### config.mk
export PLATFORM = sky130hd
export DESIGN_NAME = pwmbank_top
export DESIGN_NICKNAME = d
export VERILOG_FILES = /design/src/rtl/pwmbank_pkg.sv /design/src/rtl/pwmbank_regs.sv /design/src/rtl/pwmbank_prescale.sv /design/src/rtl/pwmbank_chan.sv /design/src/rtl/pwmbank_top.sv
export SDC_FILE = /design/constraint.sdc
export NUM_CORES = 1
export LEC_CHECK = 0
export ABC_AREA = 1
export BUFFER_PORTS_ARGS = -buffer_cell sky130_fd_sc_hd__buf_2
export CORE_UTILIZATION = 55
export CTS_CLUSTER_SIZE = 25
export DETAILED_ROUTE_END_ITERATION = 16
export PLACE_DENSITY = 0.8
export SLEW_MARGIN = 0
export SYNTH_ARGS = -nofsm -noshare
export SYNTH_HDL_FRONTEND = slang
export SYNTH_SLANG_ARGS = --single-unit
### constraint.sdc
create_clock -name clk -period 4 [get_ports clk]
set_input_delay 0.4 -clock clk [delete_from_list [all_inputs] [get_ports clk]]
set_output_delay 0.4 -clock clk [all_outputs]
set_load 0.03 [all_outputs]
### src/rtl/pwmbank_pkg.sv
// Shared constants and types for the PWM bank.
// Assumes the duty field is 10 bits and the frequency code 4 bits; the quantum
// divisor is DIV_TOP minus the code.
package pwmbank_pkg;
    localparam int DUTY_W  = 10;
    localparam int FREQ_W  = 4;
    localparam int DIV_TOP = 32;
    localparam int PRE_W   = $clog2(DIV_TOP);
    localparam int DATA_W  = 8;

    // Configuration of one channel as held in the register file.
    typedef struct packed {
        logic [FREQ_W-1:0] freq;
        logic [DUTY_W-1:0] duty_m1;
    } pwm_cfg_t;
endpackage

### src/rtl/pwmbank_regs.sv
// Register file of the PWM bank: a pair of configuration registers per channel
// and one control register with an enable bit per channel.
// Assumes the channel pairs and CTRL_ADDR do not overlap. Reads are combinational;
// unmapped addresses read zero and ignore writes.
module pwmbank_regs
    import pwmbank_pkg::*;
#(
    parameter int NUM_CH    = 4,
    parameter int ADDR_W    = 8,
    parameter int BASE_ADDR = 0,
    parameter int CTRL_ADDR = 16
) (
    input  logic                       clk,
    input  logic                       rst_n,
    input  logic [ADDR_W-1:0]          addr,
    input  logic [DATA_W-1:0]          wdata,
    input  logic                       we,
    output logic [DATA_W-1:0]          rdata,
    output pwm_cfg_t [NUM_CH-1:0]      cfg_o,
    output logic [NUM_CH-1:0]          en_o
);
    localparam logic [ADDR_W-1:0] CTRL_A = ADDR_W'(CTRL_ADDR);

    logic [NUM_CH-1:0] en_q;

    for (genvar i = 0; i < NUM_CH; i++) begin : g_cfg
        localparam logic [ADDR_W-1:0] LO_A = ADDR_W'(BASE_ADDR + 2 * i);
        localparam logic [ADDR_W-1:0] HI_A = ADDR_W'(BASE_ADDR + 2 * i + 1);
        pwm_cfg_t cfg_r;

        // Capture writes to this channel's low-duty and high/frequency registers.
        always_ff @(posedge clk) begin
            if (!rst_n) begin
                cfg_r <= '0;
            end else if (we) begin
                if (addr == LO_A) cfg_r.duty_m1[7:0] <= wdata;
                if (addr == HI_A) begin
                    cfg_r.duty_m1[DUTY_W-1:8] <= wdata[DUTY_W-9:0];
                    cfg_r.freq                <= wdata[7:4];
                end
            end
        end

        assign cfg_o[i] = cfg_r;
    end

    // Capture writes to the shared enable register.
    always_ff @(posedge clk) begin
        if (!rst_n)                    en_q <= '0;
        else if (we && addr == CTRL_A) en_q <= wdata[NUM_CH-1:0];
    end

    assign en_o = en_q;

    // Select the read data for the current address; anything unmapped reads zero.
    always_comb begin
        rdata = '0;
        if (addr == CTRL_A) rdata = DATA_W'(en_q);
        for (int i = 0; i < NUM_CH; i++) begin
            if (addr == ADDR_W'(BASE_ADDR + 2 * i))
                rdata = cfg_o[i].duty_m1[7:0];
            if (addr == ADDR_W'(BASE_ADDR + 2 * i + 1))
                rdata = {cfg_o[i].freq, 2'b00, cfg_o[i].duty_m1[DUTY_W-1:8]};
        end
    end
endmodule

### src/rtl/pwmbank_prescale.sv
// Quantum prescaler for one channel: counts clock cycles and pulses `tick`
// on the last cycle of every quantum of (DIV_TOP - code) cycles.
// Assumes `code` is stable within a quantum (the channel shadows it).
module pwmbank_prescale
    import pwmbank_pkg::*;
(
    input  logic              clk,
    input  logic              rst_n,
    input  logic              restart,
    input  logic              run,
    input  logic [FREQ_W-1:0] code,
    output logic              tick
);
    logic [PRE_W-1:0] cnt_q;
    logic [PRE_W-1:0] term;

    assign term = PRE_W'(DIV_TOP - 1) - PRE_W'(code);
    assign tick = run && (cnt_q == term);

    // Step through one quantum, wrapping at the terminal count.
    always_ff @(posedge clk) begin
        if (!rst_n || restart || !run) cnt_q <= '0;
        else if (tick)                 cnt_q <= '0;
        else                           cnt_q <= cnt_q + 1'b1;
    end
endmodule

### src/rtl/pwmbank_chan.sv
// One PWM channel: shadows its configuration at period boundaries, counts
// quanta through a 1024-quantum period and drives its output high for the
// first (duty_m1 + 1) quanta.
// Assumes `en` comes from a register; a rising enable restarts all counters.
module pwmbank_chan
    import pwmbank_pkg::*;
(
    input  logic     clk,
    input  logic     rst_n,
    input  logic     en,
    input  pwm_cfg_t cfg,
    output logic     pwm_o
);
    localparam logic [DUTY_W-1:0] LAST_Q = '1;

    logic              running_q;
    logic [DUTY_W-1:0] qcnt_q;
    pwm_cfg_t          shadow_q;
    logic              start;
    logic              tick;

    assign start = en && !running_q;

    pwmbank_prescale u_pre (
        .clk     (clk),
        .rst_n   (rst_n),
        .restart (start),
        .run     (running_q),
        .code    (shadow_q.freq),
        .tick    (tick)
    );

    // Track enable, count quanta and reload the shadow at each period wrap.
    always_ff @(posedge clk) begin
        if (!rst_n) begin
            running_q <= 1'b0;
            qcnt_q    <= '0;
            shadow_q  <= '0;
        end else begin
            running_q <= en;
            if (start) begin
                qcnt_q   <= '0;
                shadow_q <= cfg;
            end else if (running_q && tick) begin
                qcnt_q <= qcnt_q + 1'b1;
                if (qcnt_q == LAST_Q) shadow_q <= cfg;
            end
        end
    end

    assign pwm_o = running_q && (qcnt_q <= shadow_q.duty_m1);
endmodule

### src/rtl/pwmbank_top.sv
// Top of the PWM bank: register file plus NUM_CH independent channels.
// Assumes 1 <= NUM_CH <= 8 so the enables fit one byte.
module pwmbank_top
    import pwmbank_pkg::*;
#(
    parameter int NUM_CH    = 4,
    parameter int ADDR_W    = 8,
    parameter int BASE_ADDR = 0,
    parameter int CTRL_ADDR = 16
) (
    input  logic              clk,
    input  logic              rst_n,
    input  logic [ADDR_W-1:0] reg_addr,
    input  logic [7:0]        reg_wdata,
    input  logic              reg_we,
    output logic [7:0]        reg_rdata,
    output logic [NUM_CH-1:0] pwm_out
);
    pwm_cfg_t [NUM_CH-1:0] cfg;
    logic     [NUM_CH-1:0] ctrl_en;

    pwmbank_regs #(
        .NUM_CH    (NUM_CH),
        .ADDR_W    (ADDR_W),
        .BASE_ADDR (BASE_ADDR),
        .CTRL_ADDR (CTRL_ADDR)
    ) u_regs (
        .clk   (clk),
        .rst_n (rst_n),
        .addr  (reg_addr),
        .wdata (reg_wdata),
        .we    (reg_we),
        .rdata (reg_rdata),
        .cfg_o (cfg),
        .en_o  (ctrl_en)
    );

    for (genvar i = 0; i < NUM_CH; i++) begin : g_ch
        pwmbank_chan u_chan (
            .clk   (clk),
            .rst_n (rst_n),
            .en    (ctrl_en[i]),
            .cfg   (cfg[i]),
            .pwm_o (pwm_out[i])
        );
    end
endmodule

-- Word level (Yosys, flattened, before mapping)
Cells that the tools add are included.
- add/sub/neg operators: 12
- multipliers: 0
- div/mod/pow operators: 0
- $lt $le $gt $ge: 4
- equal/unequal tests: 16
- shift operators: 0
- multiplexer cells: 21
- bitwise logic cells: 1
- reductions and logical operators: 59
- operator list (kind ; count):
    $mux W14 ; 12
    $mux W8 ; 8
    $add A10 B1 Y10 const B ; 4
    $eq A10 B10 Y1 const B ; 4
    $le A10 B10 Y1 ; 4
    $eq A8 B3 Y1 const B ; 4
    $reduce_and A2 Y1 ; 12
    $add A5 B1 Y5 const B ; 4
    $eq A5 B5 Y1 ; 4
    $sub A5 B4 Y5 const A ; 4
    $logic_and A1 B1 Y1 ; 17
    $eq A8 B2 Y1 const B ; 2
    $reduce_bool A2 Y1 ; 8
    $reduce_or A2 Y1 ; 8
    $eq A8 B1 Y1 const B ; 1
    $eq A8 B5 Y1 const B ; 1
    $logic_not A8 Y1 ; 1
    $logic_or A1 B1 Y1 ; 8
    $logic_not A1 Y1 ; 5
    $mux W4 ; 1
    $not A1 Y1 ; 1
- register bits after elaboration: 180
- bits in latches: 0
- bits in writable memories: 0
- bits in read-only memories: 0
- input bits: 19
- output and inout bits: 12
- word-level logic and storage cells: 146
- memories: 0

-- Logic depth before layout (Yosys ltp)
Gate-level depths: netlist (run 1).
- depth after elaboration: 10
- mapped depth: 11
- mapped depth without buffers: 10

-- Hierarchy
From an unflattened synthesis (run 1), not the netlist that was laid out.
- cell total of the unflattened synthesis: 1289
- area, all modules: 9011.1 um^2
- by module, submodules not included (module ; times used ; cells an instance ; area each (um^2) ; sequential area each (um^2)):
    pwmbank_chan ; 4 ; 186 ; 1311.3 ; 500.5
    pwmbank_regs ; 1 ; 406 ; 2755.1 ; 1201.2
    pwmbank_prescale at g_ch[0].u_chan.u_pre ... ; 3 ; 33 ; 245.2 ; 100.1
    pwmbank_prescale at g_ch[3].u_chan.u_pre ; 1 ; 40 ; 275.3 ; 100.1

-- Worst setup path before layout (run 1)
No wires, ideal clock.
- path type: input port to output port
- from: input port reg_addr[5]
- to: output port reg_rdata[5]
- arrival: 1436 ps
- slack: 2164 ps
- stages on the path: 9
- buffers on the path: 0
- cell sequence: nor2_2 > nand2_4 > nor2_2 > nand2_2 > inv_1 > nand2_1 > nand3_1 > nand2_1 > nand3_1
- longest elaborated chain between the ends: 9
- elaborated cells between the ends (all ways): 16
- those cells by class: eq/ne (7); mux (8); reduce/logical (1)
- RTL lines (what ; line ; RTL):
    start: declaration ; pwmbank_top.sv:13 ; input logic [ADDR_W-1:0] reg_addr,
    $logic_not A8 Y1 ; pwmbank_regs.sv:60 ; if (addr == ADDR_W'(BASE_ADDR + 2 * i))
    $mux W8 ; pwmbank_regs.sv:60 ;
    $mux W8 ; pwmbank_regs.sv:62 ; if (addr == ADDR_W'(BASE_ADDR + 2 * i + 1))
    $mux W8 ; pwmbank_regs.sv:60 ;
    $mux W8 ; pwmbank_regs.sv:62 ;
    $mux W8 ; pwmbank_regs.sv:60 ;
    $mux W8 ; pwmbank_regs.sv:62 ;
    $mux W8 ; pwmbank_regs.sv:60 ;
    $mux W8 * ; pwmbank_regs.sv:62 ;
    end: declaration ; pwmbank_top.sv:16 ; output logic [7:0] reg_rdata,
Every way passes the cells marked *; elsewhere a longest branch is shown, timed or not.

-- Worst setup path after layout (run 1)
- from: input port reg_addr[5]
- to: output port reg_rdata[7]
The elaborated chain is that of the path after synthesis.

==> results.sh, run 1 <==
export IMPL_power_density_nw_per_um2=349.5
export IMPL_max_stage_delay_ns=0.44
export IMPL_gr_usage_met3_pct=4.376
export IMPL_cpMostUsedCell="nand2_1"
export IMPL_whs_ns=0.3009
export IMPL_rows=47
export IMPL_synthesis_instances=1369
export IMPL_switchingPower_uw=846.8
export IMPL_switching_share_pct=23.64
export IMPL_p_leak_nw=4.492
export IMPL_cts_sinks=180
export IMPL_antennaDiodeCount=0
export IMPL_ant_nets=0
export IMPL_ys_warn_count=0
export IMPL_start_kind="input port"
export IMPL_tns_ns=0
export IMPL_worstPathRequired_ns=3.60
export IMPL_grt_overflow_total=0
export IMPL_htree_num_levels=4
export IMPL_postCtsHoldBufs=0
export IMPL_grt_max_degree=115
export IMPL_p_clk_share_pct=46.9
export IMPL_utilization_pct=61.37
export IMPL_worstPathArrival_ns=2.18
export IMPL_crit_path_top_delay_cell="nor2_2"
export IMPL_die_area_um2=17720
export IMPL_finish_instance_area_um2=10250
export IMPL_max_slew_worst_pin_slew_ns=0.6301
export IMPL_wirelength_um=21540
export IMPL_synth_cell_type_count=44
export IMPL_io_buffers=30
export IMPL_status="complete, no violations"
export IMPL_netlist_top_cells_area="dfxtp_1, nand2_1, nor2_1"
export IMPL_finalMaxSlewViolations=0
export IMPL_finalHoldViolCount=0
export IMPL_yosysSeqAreaShare_pct=38.12
export IMPL_clk_latency_ns=0.44
export IMPL_worstSetupPathType="in2out"
export IMPL_path_cells="buf_2 > nor2_2 > nand2_4 > nor2_2 > inv_1 > nand2_1 > nor2_1 > nand3_1 > nand2_1 > nand2_1 > buf_2"
export IMPL_maxCapViolCount=0
export IMPL_post_place_ws_ns=1.491
export IMPL_p_comb_share_pct=3.0
export IMPL_grt_setup_unrepaired="no"
export IMPL_cts_root_buf="clkbuf_16"
export IMPL_cts_repair_resized=0
export IMPL_post_drt_wl_per_cell_um=13.36
export IMPL_synth_top_area_share_pct=38.12
export IMPL_post_cts_buffers=0
export IMPL_grtUsageMet1_pct=34.75
export IMPL_placed_area_um2=9661
export IMPL_relSlewSlack_pct=57.99
export IMPL_die_w_um=133.1
export IMPL_synth_area_per_cell_um2=6.905
export IMPL_syn_area_um2=9453
export IMPL_grt_pass1_wl_um=35980
export IMPL_critical_path_max_fanout=13
export IMPL_antenna_found_initial=0
export IMPL_viasPerCell=5.295
export IMPL_pin_count=31
export IMPL_setup_slack_ns=1.424
export IMPL_area_delta_synth_final_pct=8.431
export IMPL_path_clk_slew_ns=0.07
export IMPL_ys_top_cells_by_count="nand2_1, nor2_1, dfxtp_1"
export IMPL_finClkSkew_ns=0.008569
export IMPL_place_gp_congestion=0.9317
export IMPL_use_met2_pct=39.41
export IMPL_p_int_mw=2.735
export IMPL_achievable_frequency_mhz=388.2
export IMPL_cts_tree="yes"
export IMPL_start_util_pct=56.60
export IMPL_async_flop_share_pct=0
export IMPL_ir_worst_vdd_v=0.0003101
export IMPL_grt_pass1_vias=7567
export IMPL_track_usage_pct=25.18
export IMPL_timing_critical_path_max_delay_family="simple AND/OR/NAND/NOR gates"
export IMPL_cts_buffers=17
export IMPL_synth_edff_count=0
export IMPL_timing_final_crit_share_pct=64.41
export IMPL_drt_pass1_iter_count=5
export IMPL_layout_min_cycle_time_ns=2.576
export IMPL_final_nets=1446
export IMPL_drt_iter0_drc=618
export IMPL_seq_power_share_pct=50.1
export IMPL_yosysTopAreaCell="dfxtp_1"
export IMPL_critPathCaptureType="output pin"
export IMPL_hp_class="in2reg"
export IMPL_num_vias=8536
export IMPL_drive_gt1_share_pct=8.261
export IMPL_hpwl_um=15570
export IMPL_drc=0
export IMPL_cp_num_buf_inv=3
export IMPL_dieHeight_um=133.1
export IMPL_core_area_um2=16700
export IMPL_grt_busiest_layer="met2"
export IMPL_synth_net_count=1436
export IMPL_dominantRegCellSynth="dfxtp_1"
export IMPL_yosysMostFrequentCell="nand2_1"
export IMPL_finalSetupViolations=0
export IMPL_synth_seq_cells=180
export IMPL_clockBufferDepth=2
==> flip-flops by register name, summed over array words and instances (netlist names) <==
register and flops:
u_regs.en_o 4, u_regs.cfg_o 56, g_ch.u_chan.u_pre.cnt_q 20, g_ch.u_chan.running_q 4, g_ch.u_chan.shadow_q 56, g_ch.u_chan.qcnt_q 40
==> stage by stage <==
step	power (mW)	cells
after CTS	3.607	1612
after detailed placement	1.942	1580
final	3.582	1612
after global routing	3.700	1612
after floorplan	1.900	1369
after global placement	1.940	1580
==> worst register-to-register path: stages (launching register included) <==
cell and delay (ns):
dfxtp_1 0.35, or2_2 0.28, nand3_1 0.08, nor2_1 0.06
nand2_1 0.37, clkinv_1 0.40, o21ai_0 0.18, a21oi_1 0.09
==> power groups by stage <==
| stage | Combinational, mW | Clock, mW | Sequential [mW] |
|---|---|---|---|
| 2_1_floorplan | 0.0638 | 0 | 1.84 |
| 3_3_place_gp | 0.103 | 0 | 1.84 |
| 3_5_place_dp | 0.105 | 0 | 1.84 |
| 4_1_cts | 0.105 | 1.71 | 1.80 |
| 5_1_grt | 0.117 | 1.79 | 1.79 |
| 6_report | 0.107 | 1.68 | 1.80 |
==> per-layer routing <==
layer,up-vias,part of all wire [%]
met5,-,0
met4,0,2.6
met3,51,5.3
met2,212,45
met1,3872,47
li1,4401,-
==> layout make-up <==
| cell class | instances | area (um^2) |
|---|---|---|
| inverter | 179 | 674.4 |
| clock inverter | 13 | 136.4 |
| timing repair buffer | 31 | 170.2 |
| sequential | 180 | 3603 |
| multi-input combinational | 970 | 4937 |
| tap | 220 | 275.3 |
| fill | 1522 | 6451 |
| clock buffer | 19 | 452.9 |
==> logic make-up after synthesis <==
logic type / share of synthesized area (%)
xor gates and xnor gates: 2.872
adders and majority gates: 6.353
AOI/OAI and AO/OA: 11.48
and+or+nand+nor: 31.53
DFF: 38.12
buffers and inverters: 9.649
==> cells in the final DEF, fill, tap and decap left out, types with 5 or more instances in the layout <==
master     Yosys  final
nand2_1      278    278
nand3_1      124    124
nand2_2       10     10
nor2_2         9      9
clkbuf_16      0     17
inv_6          0      5
nor2_1       214    214
nor2_4         6      6
inv_2          6      6
a21oi_1      111    111
xnor2_1       11     11
ha_1          48     48
o21ai_0       72     72
nor3_1        19     19
o211ai_1       6      6
dfxtp_1      180    180
xor2_1        20     20
buf_2         10     30
inv_1        171    171
==> final timing paths <==
kind                                 start                        to  slack [ns]  cells after the start
min                           reg_wdata[2]          u_regs.cfg_o[44]        0.30                      3
max reg2reg  g_ch[3].u_chan.u_pre.cnt_q[0]  g_ch[3].u_chan.qcnt_q[9]        2.08                      7
min reg2reg                 u_regs.en_o[3]  g_ch[3].u_chan.running_q        0.46                      2
max                            reg_addr[5]              reg_rdata[7]        1.42                     11
Note: power is estimated with default switching activity, not from simulation.
==> inputs of run 2 (changes only) <==
--- a/config.mk
+++ b/config.mk
@@ -5,7 +5,7 @@
 export SDC_FILE = /design/constraint.sdc
 export NUM_CORES = 1
 export LEC_CHECK = 0
-export ABC_AREA = 1
+export ABC_AREA = 0
 export BUFFER_PORTS_ARGS = -buffer_cell sky130_fd_sc_hd__buf_2
 export CORE_UTILIZATION = 55
 export CTS_CLUSTER_SIZE = 25
==> constraint.sdc (replaced) <==
create_clock -name clk -period 2.6 [get_ports clk]
set_input_delay 0.26 -clock clk [delete_from_list [all_inputs] [get_ports clk]]
set_output_delay 0.26 -clock clk [all_outputs]
set_load 0.03 [all_outputs]
==> run 2 against run 1 <==
  * Clock skew up 0.0019 ns
  * Flip-flop and latch count unchanged
  * Clock power up 71%
  * Synthesized cell count down 25%
  * Combinational power up 50%
  * Non-clock buffer count up 7
  * Critical path depth down 5
  * Critical path type unchanged
==> results.sh, run 2 <==
export IMPL_layout_min_cycle_time_ns=2.362
export IMPL_p_clk_share_pct=49.7
export IMPL_grt_pass1_wl_um=31440
export IMPL_start_kind="input port"
export IMPL_async_flop_share_pct=0
export IMPL_layout_common_cells="dfxtp_1, nand2_1, mux2i_1"
export IMPL_finalMaxSlewViolations=0
export IMPL_timing_final_crit_share_pct=90.86
export IMPL_area_delta_synth_final_pct=9.897
export IMPL_path_cells="buf_2 > nor2b_1 > a22oi_1 > o22a_1 > o21ai_0 > buf_2"
export IMPL_synth_seq_cells=180
export IMPL_ant_nets=0
export IMPL_place_gp_congestion=0.8630
export IMPL_track_usage_pct=23.95
export IMPL_worstSetupPathType="in2out"
export IMPL_grt_pass1_vias=6505
export IMPL_synth_edff_count=0
export IMPL_hp_class="in2reg"
export IMPL_drc=0
export IMPL_grt_max_degree=54
export IMPL_cpMostUsedCell="buf_2"
export IMPL_max_slew_worst_pin_slew_ns=1.070
export IMPL_whs_ns=0.1660
export IMPL_post_place_ws_ns=0.3469
export IMPL_timing_rr_end="g_ch[1].u_chan.shadow_q[11]"
export IMPL_achievable_frequency_mhz=423.3
export IMPL_p_int_mw=4.560
export IMPL_synth_top_area_share_pct=40.14
export IMPL_status="complete, no violations"
export IMPL_crit_start="reg_addr[0]"
export IMPL_drive_gt1_share_pct=9.038
export IMPL_dominantRegCellSynth="dfxtp_1"
export IMPL_viasPerCell=5.506
export IMPL_cts_buffers=17
export IMPL_cts_repair_resized=0
export IMPL_cts_sinks=180
export IMPL_hold_path_end="u_regs.cfg_o[30]"
export IMPL_maxCapViolCount=0
export IMPL_drt_pass1_iter_count=5
export IMPL_ir_worst_vdd_v=0.0007467
export IMPL_cts_tree="yes"
export IMPL_synthesis_instances=1026
export IMPL_clk_latency_ns=0.44
export IMPL_tns_ns=0
export IMPL_rr_startpoint="g_ch[1].u_chan.u_pre.cnt_q[0]"
export IMPL_finalSetupViolations=0
export IMPL_worstPathArrival_ns=2.10
export IMPL_worstHoldStart="reg_wdata[2]"
export IMPL_num_vias=6915
export IMPL_antennaDiodeCount=0
export IMPL_grt_overflow_total=0
export IMPL_post_cts_buffers=0
export IMPL_hpwl_um=13330
export IMPL_mostFrequentLayoutCell="dfxtp_1"
export IMPL_clockBufferDepth=2
export IMPL_synth_net_count=1093
export IMPL_reg2regPathDepth=5
export IMPL_worstPathRequired_ns=2.34
export IMPL_synth_cell_type_count=49
export IMPL_pin_count=31
export IMPL_ys_top_cells_by_count="dfxtp_1, nand2_1, mux2i_1"
export IMPL_crit_path_top_delay_cell="buf_2"
export IMPL_max_stage_delay_ns=0.51
export IMPL_dieHeight_um=129.8
export IMPL_htree_num_levels=4
export IMPL_whs_path_depth=3
export IMPL_r2r_slack_ns=0.47
export IMPL_syn_area_um2=8976
export IMPL_ys_warn_count=0
export IMPL_setup_slack_ns=0.2375
export IMPL_die_w_um=129.8
export IMPL_rows=46
export IMPL_die_area_um2=16840
export IMPL_postCtsHoldBufs=0
export IMPL_relSlewSlack_pct=28.47
export IMPL_core_area_um2=15890
export IMPL_wirelength_um=18870
export IMPL_drt_iter0_drc=510
export IMPL_yosysMostFrequentCell="dfxtp_1"
export IMPL_timing_critical_path_max_delay_family="buffers and inverters"
export IMPL_start_util_pct=56.51
export IMPL_antenna_found_initial=0
export IMPL_netlist_top_cells_area="dfxtp_1, mux2i_1, ha_1"
export IMPL_p_leak_nw=3.697
export IMPL_cts_root_buf="clkbuf_16"
export IMPL_finClkSkew_ns=0.01046
export IMPL_p_comb_share_pct=2.8
export IMPL_grt_setup_unrepaired="no"
export IMPL_yosysTopAreaCell="dfxtp_1"
export IMPL_post_drt_wl_per_cell_um=15.02
export IMPL_yosysSeqAreaShare_pct=40.14
export IMPL_switchingPower_mw=1.239
export IMPL_seq_power_share_pct=47.6
export IMPL_final_nets=1094
export IMPL_stdcell_count=1256
export IMPL_synth_area_per_cell_um2=8.749
export IMPL_power_mw=5.799
export IMPL_finalHoldViolCount=0
export IMPL_cp_num_buf_inv=2
export IMPL_dpl_cell_count=1224
export IMPL_io_buffers=30
export IMPL_switching_share_pct=21.36
export IMPL_power_density_nw_per_um2=587.9
export IMPL_path_clk_slew_ns=0.06
export IMPL_critical_path_max_fanout=26
export IMPL_critPathCaptureType="output pin"
[run 2: final cells by class]
| cell class | count | area (um^2) |
|---|---|---|
| well taps | 216 | 270.3 |
| repair buffers | 38 | 212.7 |
| clock inverters | 12 | 216.5 |
| inverters | 54 | 202.7 |
| clock buffers | 20 | 446.7 |
| multi-input cells | 736 | 4912 |
| fillers | 1372 | 6021 |
| flip-flops and latches | 180 | 3603 |
[run 2: kinds of logic after synthesis]
| group | share of synthesized area, % |
|---|---|
| AO/OA/AOI/OAI | 8.615 |
| XOR/XNOR | 6.050 |
| adder cells (fa/ha/maj) | 6.691 |
| buffers and inverters | 5.199 |
| flip-flops | 40.15 |
| multiplexers | 11.07 |
| AND/OR/NAND/NOR | 22.23 |
[run 2: power groups by stage]
| stage | clock (mW) | sequential [mW] | combinational, mW |
|---|---|---|---|
| final | 2.88 | 2.76 | 0.160 |
| after global routing | 3.04 | 2.76 | 0.172 |
| after CTS | 2.91 | 2.76 | 0.158 |
| after detailed placement | 0 | 2.82 | 0.157 |
| after global placement | 0 | 2.82 | 0.157 |
| after floorplan | 0 | 2.82 | 0.109 |
[run 2: worst reg2reg max path: cells and delay by family, from the launching register on]
kind            cells  cell delay [ns]
flops               1             0.40
mux                 1             0.22
simple gates        2             0.54
xor+xnor            1             0.21
compound gates      1             0.61
[run 2: stage by stage]
stage               utilization, %  area, um^2
floorplan                        -        8976
global placement             57.92        9201
detailed placement           57.92        9201
CTS                          62.10        9864
global route                 62.10        9864
finish                       62.10        9864
[run 2: worst max-delay path by stage]
stage / cells past startpoint / slack (ns) / to
6_report: 6 / 0.24 / reg_rdata[1]
5_1_grt: 6 / 0.16 / reg_rdata[1]
4_1_cts: 6 / 0.33 / reg_rdata[1]
3_5_place_dp: 6 / 0.35 / reg_rdata[1]
3_3_place_gp: 6 / 0.32 / reg_rdata[1]
2_1_floorplan: 6 / 0.30 / reg_rdata[0]
[run 2: routing by layer]
metal / vias to the layer above / routed length [um] / track usage [%]
met5: - / 0 / 0
met4: 0 / 297 / 7.661
met3: 29 / 975 / 4.879
met2: 204 / 9002 / 39.32
met1: 3199 / 8592 / 31.65
li1: 3483 / - / -
